<file path="src/rtl/wbsy_pkg.sv">
package wbsy_pkg;

  typedef enum logic [1:0] {
    LNK_IDLE_OFF = 2'd0,  // deselected, nothing pending
    LNK_IDLE_ON  = 2'd1,  // selected, nothing pending
    LNK_PROG_ON  = 2'd2,  // selected, writes pending
    LNK_PROG_OFF = 2'd3   // deselected, writes pending
  } link_state_e;

  function automatic link_state_e link_of(input logic sel, input logic prog);
    if (sel) return prog ? LNK_PROG_ON : LNK_IDLE_ON;
    else     return prog ? LNK_PROG_OFF : LNK_IDLE_OFF;
  endfunction

endpackage

</file>
<file path="src/rtl/wbsy_fill.sv">
module wbsy_fill #(
  parameter int BUF_BLOCKS = 1,
  localparam int CW = $clog2(BUF_BLOCKS + 1)
) (
  input  logic          clk,
  input  logic          rst,
  input  logic          push,
  input  logic          pop,
  output logic [CW-1:0] cnt_q,
  output logic          full_q,
  output logic          full_nx,
  output logic          prog_nx
);

  logic [CW-1:0] cnt_nx;
  logic          acc, rel;

  assign full_q = (cnt_q == CW'(BUF_BLOCKS));
  assign acc    = push && !full_q;
  assign rel    = pop && (cnt_q != '0);

  generate
    if (BUF_BLOCKS == 1) begin : g_flag
      always_comb begin
        cnt_nx = cnt_q;
        if (acc) cnt_nx = 1'b1;
        else if (rel) cnt_nx = 1'b0;
      end
    end else begin : g_count
      always_comb begin
        cnt_nx = cnt_q;
        case ({acc, rel})
          2'b10:   cnt_nx = cnt_q + 1'b1;
          2'b01:   cnt_nx = cnt_q - 1'b1;
          default: cnt_nx = cnt_q;
        endcase
      end
    end
  endgenerate

  assign full_nx = (cnt_nx == CW'(BUF_BLOCKS));
  assign prog_nx = (cnt_nx != '0);

  always_ff @(posedge clk) begin
    if (rst) cnt_q <= '0;
    else     cnt_q <= cnt_nx;
  end

  a_r13_no_wrap: assert property (@(posedge clk) disable iff (rst)
    cnt_q <= CW'(BUF_BLOCKS));
  a_r13_idle_pop: assert property (@(posedge clk) disable iff (rst)
    (cnt_q == '0 && pop && !push) |=> cnt_q == '0);
  a_r10_full_push: assert property (@(posedge clk) disable iff (rst)
    (full_q && push && !pop) |=> full_q);

endmodule

</file>
<file path="src/rtl/wbsy_link.sv">
module wbsy_link
  import wbsy_pkg::*;
(
  input  logic        clk,
  input  logic        rst,
  input  logic        sel_evt,
  input  logic        desel_evt,
  input  logic        prog_nx,
  output logic        sel_nx,
  output link_state_e state_q
);

  logic sel_q;

  always_comb begin
    sel_nx = sel_q;
    if (sel_evt && !desel_evt)      sel_nx = 1'b1;
    else if (desel_evt && !sel_evt) sel_nx = 1'b0;
  end

  always_ff @(posedge clk) begin
    if (rst) begin
      sel_q   <= 1'b0;
      state_q <= LNK_IDLE_OFF;
    end else begin
      sel_q   <= sel_nx;
      state_q <= link_of(sel_nx, prog_nx);
    end
  end

  a_r12_both_hold: assert property (@(posedge clk) disable iff (rst)
    (sel_evt && desel_evt) |=> sel_q == $past(sel_q));
  a_r7_desel_off: assert property (@(posedge clk) disable iff (rst)
    (desel_evt && !sel_evt) |=> (state_q == LNK_IDLE_OFF || state_q == LNK_PROG_OFF));

endmodule

</file>
<file path="src/rtl/wbsy_stat.sv">
module wbsy_stat (
  input  logic clk,
  input  logic rst,
  input  logic stat_req,
  input  logic rdy_q,
  output logic stat_vld,
  output logic stat_rdy
);

  always_ff @(posedge clk) begin
    if (rst) begin
      stat_vld <= 1'b0;
      stat_rdy <= 1'b0;
    end else begin
      stat_vld <= stat_req;
      if (stat_req) stat_rdy <= rdy_q;
    end
  end

  a_r5_strobe: assert property (@(posedge clk) disable iff (rst)
    stat_req |=> stat_vld);
  a_r5_no_strobe: assert property (@(posedge clk) disable iff (rst)
    !stat_req |=> !stat_vld);

endmodule

</file>
<file path="src/rtl/wbsy_ctrl.sv">
module wbsy_ctrl
  import wbsy_pkg::*;
#(
  parameter int BUF_BLOCKS = 1
) (
  input  logic clk,
  input  logic rst,
  input  logic blk_ok,
  input  logic wr_done,
  input  logic sel_evt,
  input  logic desel_evt,
  input  logic stat_req,
  output logic dat0_oe,
  output logic dat0_o,
  output logic stat_vld,
  output logic stat_rdy
);

  localparam int CW = $clog2(BUF_BLOCKS + 1);

  logic [CW-1:0] cnt_q;
  logic          full_q, full_nx, prog_nx, sel_nx;
  logic          rdy_q, oe_q;
  link_state_e   state_q;

  // Blocks are only taken while the card is selected.
  wbsy_fill #(.BUF_BLOCKS(BUF_BLOCKS)) fill_i (
    .clk(clk), .rst(rst),
    .push(blk_ok && (state_q == LNK_IDLE_ON || state_q == LNK_PROG_ON)),
    .pop(wr_done),
    .cnt_q(cnt_q), .full_q(full_q), .full_nx(full_nx), .prog_nx(prog_nx)
  );

  wbsy_link link_i (
    .clk(clk), .rst(rst),
    .sel_evt(sel_evt), .desel_evt(desel_evt),
    .prog_nx(prog_nx), .sel_nx(sel_nx), .state_q(state_q)
  );

  always_ff @(posedge clk) begin
    if (rst) begin
      oe_q  <= 1'b0;
      rdy_q <= 1'b1;
    end else begin
      oe_q  <= sel_nx && prog_nx && full_nx;
      rdy_q <= !full_nx;
    end
  end

  wbsy_stat stat_i (
    .clk(clk), .rst(rst), .stat_req(stat_req), .rdy_q(rdy_q),
    .stat_vld(stat_vld), .stat_rdy(stat_rdy)
  );

  assign dat0_oe = oe_q;
  assign dat0_o  = 1'b0;

  a_r2_busy_cause: assert property (@(posedge clk) disable iff (rst)
    $rose(dat0_oe) |-> ($past(blk_ok) || $past(sel_evt)));
  a_r7_keep_write: assert property (@(posedge clk) disable iff (rst)
    (desel_evt && !blk_ok && !wr_done) |=> cnt_q == $past(cnt_q));
  a_r3_release: assert property (@(posedge clk) disable iff (rst)
    (full_q && wr_done) |=> !dat0_oe);
  a_r14_off_busy: assert property (@(posedge clk) disable iff (rst)
    (state_q == LNK_PROG_OFF || state_q == LNK_IDLE_OFF) |-> !dat0_oe);

  always_comb begin
    a_r4_low_only: assert (dat0_o == 1'b0);
  end

endmodule

</file>
<file path="config.mk">
export PLATFORM = sky130hd
export DESIGN_NAME = wbsy_ctrl
export DESIGN_NICKNAME = d
export VERILOG_FILES = /design/src/rtl/wbsy_pkg.sv /design/src/rtl/wbsy_fill.sv /design/src/rtl/wbsy_link.sv /design/src/rtl/wbsy_stat.sv /design/src/rtl/wbsy_ctrl.sv
export SDC_FILE = /design/constraint.sdc
export NUM_CORES = 1
export LEC_CHECK = 0
export ABC_CLOCK_PERIOD_IN_PS = 1700
export BUFFER_PORTS_ARGS = -buffer_cell sky130_fd_sc_hd__buf_2
export CORE_AREA = 2 2 39 41
export DETAILED_ROUTE_END_ITERATION = 10
export DIE_AREA = 0 0 41 43
export GPL_TIMING_DRIVEN = 0
export SYNTH_ARGS = -nofsm -noshare
export SYNTH_HDL_FRONTEND = slang
export SYNTH_HIERARCHICAL = 1
export SYNTH_SLANG_ARGS = --single-unit
</file>
<file path="constraint.sdc">
create_clock -name clk -period 1.7 [get_ports clk]
set_clock_uncertainty 0.1 [all_clocks]
set_input_delay 0 -clock clk [delete_from_list [all_inputs] [get_ports clk]]
set_output_delay 0 -clock clk [all_outputs]
set_load 0.03 [all_outputs]
</file>
==> impl_metrics.py <==
metrics = {
    "power": {
        "swShare_pct": 23.92,
        "pwr-share-clk_pct": 31.8,
        "power_uw": 436.1,
        "internal-power_uw": 331.8,
        "power.share.sequential_pct": 48.0,
        "comb_power_share_pct": 20.2,
        "switching_power_uw": 104.3,
        "p_leak_nw": 0.2204,
        "power.density_mw_per_mm2": 984.6,
        "peakVddDrop_mv": 0.3191,
    },
    "synth": {
        "synth_warnings": 6,
        "synth_cells": 31,
        "synth_area_um2": 315.3,
        "syn_nets": 38,
        "syn_area_per_cell_um2": 10.17,
    },
    "setup_path": {
        "critPathMaxFanout": 3,
        "required_ns": 1.73,
        "start_kind": "flip-flop",
        "cp_data_arrival_time_ns": 1.58,
        "crit_type": "reg2reg",
        "r2r-start": "link_i/state_q[0]",
        "cp-startpoint": "link_i/state_q[0]",
        "end_kind": "flip-flop",
    },
    "final_layout": {
        "diodes": 0,
        "finalNonFillerCells": 63,
        "fin_util_pct": 32.01,
        "finalInstanceArea_um2": 442.9,
        "drive_gt1_share_pct": 38.30,
        "areaGrowthSynthToFinish_pct": 40.48,
        "nNetsFinal": 56,
    },
    "clock_network": {
        "cts_setup_buffers": 0,
        "cts.sinks": 8,
        "cts_tree": "done",
        "clk_path_buf_depth": 2,
        "root_buffer": "clkbuf_4",
        "cts-resized-gates": 0,
        "clkTransAtPathRegs_ns": 0.05,
        "htree_num_levels": 1,
        "numCtsBuffers": 3,
        "clk_latency_ns": 0.25,
    },
    "die": {
        "rows": 14,
        "die_h_um": 43,
        "die_area_mm2": 0.001763,
        "ioPinCount": 11,
        "coreArea_mm2": 0.001384,
        "fp.dieW_um": 41,
        "start_util_pct": 22.78,
    },
    "global_route": {
        "gr-total-overflow": 0,
        "grt_max_degree": 8,
        "grt_pass1_vias": 213,
        "antenna_found_initial": 0,
        "grt_pass1_wl_um": 779,
        "grt_use_total_pct": 7.164,
    },
    "drt": {
        "first_pass_iters": 1,
        "first_iter_violations": 0,
        "wl_um": 467,
        "wl_per_cell_um": 7.413,
        "drc_errors": 0,
        "drtAntennaViolNets": 0,
        "via_per_inst": 3.508,
        "vias": 221,
    },
    "sta": {
        "hold_ws_ns": 0.01818,
        "hold_viol": 0,
        "post-route-period-util_pct": 90.89,
        "drv_slew": 0,
        "setup_viol_count_final": 0,
        "rsz0062_at_grt": "no",
        "worst_slack_ns": 0.1548,
        "max_freq_mhz": 647.2,
        "timing.final.crit_period_ns": 1.545,
        "fin_tns_setup_ns": 0,
    },
    "placement": {
        "io_buffers": 9,
        "placed_cells": 56,
        "gp_congestion": 0.6835,
        "dp.final_hpwl_um": 322.4,
        "dpl_cell_area_um2": 380.4,
        "dp_slack_ns": 0.1530,
    },
    "status": {
        "status": "finished clean",
    },
    "min_path": {
        "hp-class": "in2reg",
        "hp-start": "desel_evt",
    },
    "flow_run": {
        "drv_cap": 0,
    },
}
layer usage:
metal	part of all wire (%)	vias to the layer above	global-route usage, %
met5	0	-	0
met4	0	0	6.000
met3	8.8	0	4.712
met2	46	5	9.688
met1	45	91	7.190
li1	-	125	-
sequential cells by signal, summed over array words and instances, names as in the netlist:
register and cells:
link_i/state_q 2, dat0_oe 1, fill_i/cnt_q 1, link_i/sel_q 1, rdy_q 1, stat_i/stat_rdy 1, stat_i/stat_vld 1
final timing paths:
| path | end | slack [ns] | cells after the start |
|---|---|---|---|
| max | link_i/state_q[0] | 0.15 | 7 |
| min | link_i/sel_q | 0.02 | 3 |
| max reg2reg | link_i/state_q[0] | 0.15 | 7 |
| min reg2reg | stat_i/stat_rdy | 0.38 | 2 |
layout make-up:
cell class | instances | area, um^2
Clock buffer | 3 | 22.52
Fill cell | 151 | 940.9
Timing Repair Buffer | 13 | 85.08
Buffer | 2 | 15.01
Multi-Input combinational cell | 20 | 136.4
Sequential cell | 8 | 160.2
Tap cell | 16 | 20.02
Inverter | 1 | 3.754
critical path: stages, from the launching register on:
cell and delay [ns]:
dfxtp_1 0.30, xor2_1 0.14, and2_1 0.17, nand2b_4 0.08, nand2_1 0.10, buf_4 0.16
nor2b_1 0.13, mux2_4 0.25
what timing repair did:
action / in CTS / in global routing
hold buffers: 4 / 0
setup endpoints to repair: 0 / 0
hold endpoints to repair: 6 / 0
layout by cell type (no fill, tap or decap), drive strengths merged:
cell,instances
a21oi,1
and2,1
buf,11
clkbuf,3
conb,1
dfxtp,8
dlygate4sd3,4
inv,1
mux2,1
mux2i,1
nand2,3
nand2b,3
nor2,5
nor2b,2
o21a,1
xor2,1
power by group through the flow:
stage | Sequential, mW | Clock (mW) | Combinational, mW
floorplan | 0.221 | 0 | 0.0546
detailed placement | 0.213 | 0 | 0.0799
CTS | 0.209 | 0.148 | 0.0885
global route | 0.211 | 0.158 | 0.0964
global placement | 0.213 | 0 | 0.0785
finish | 0.209 | 0.139 | 0.0880
(Power assumes the default switching activity.)
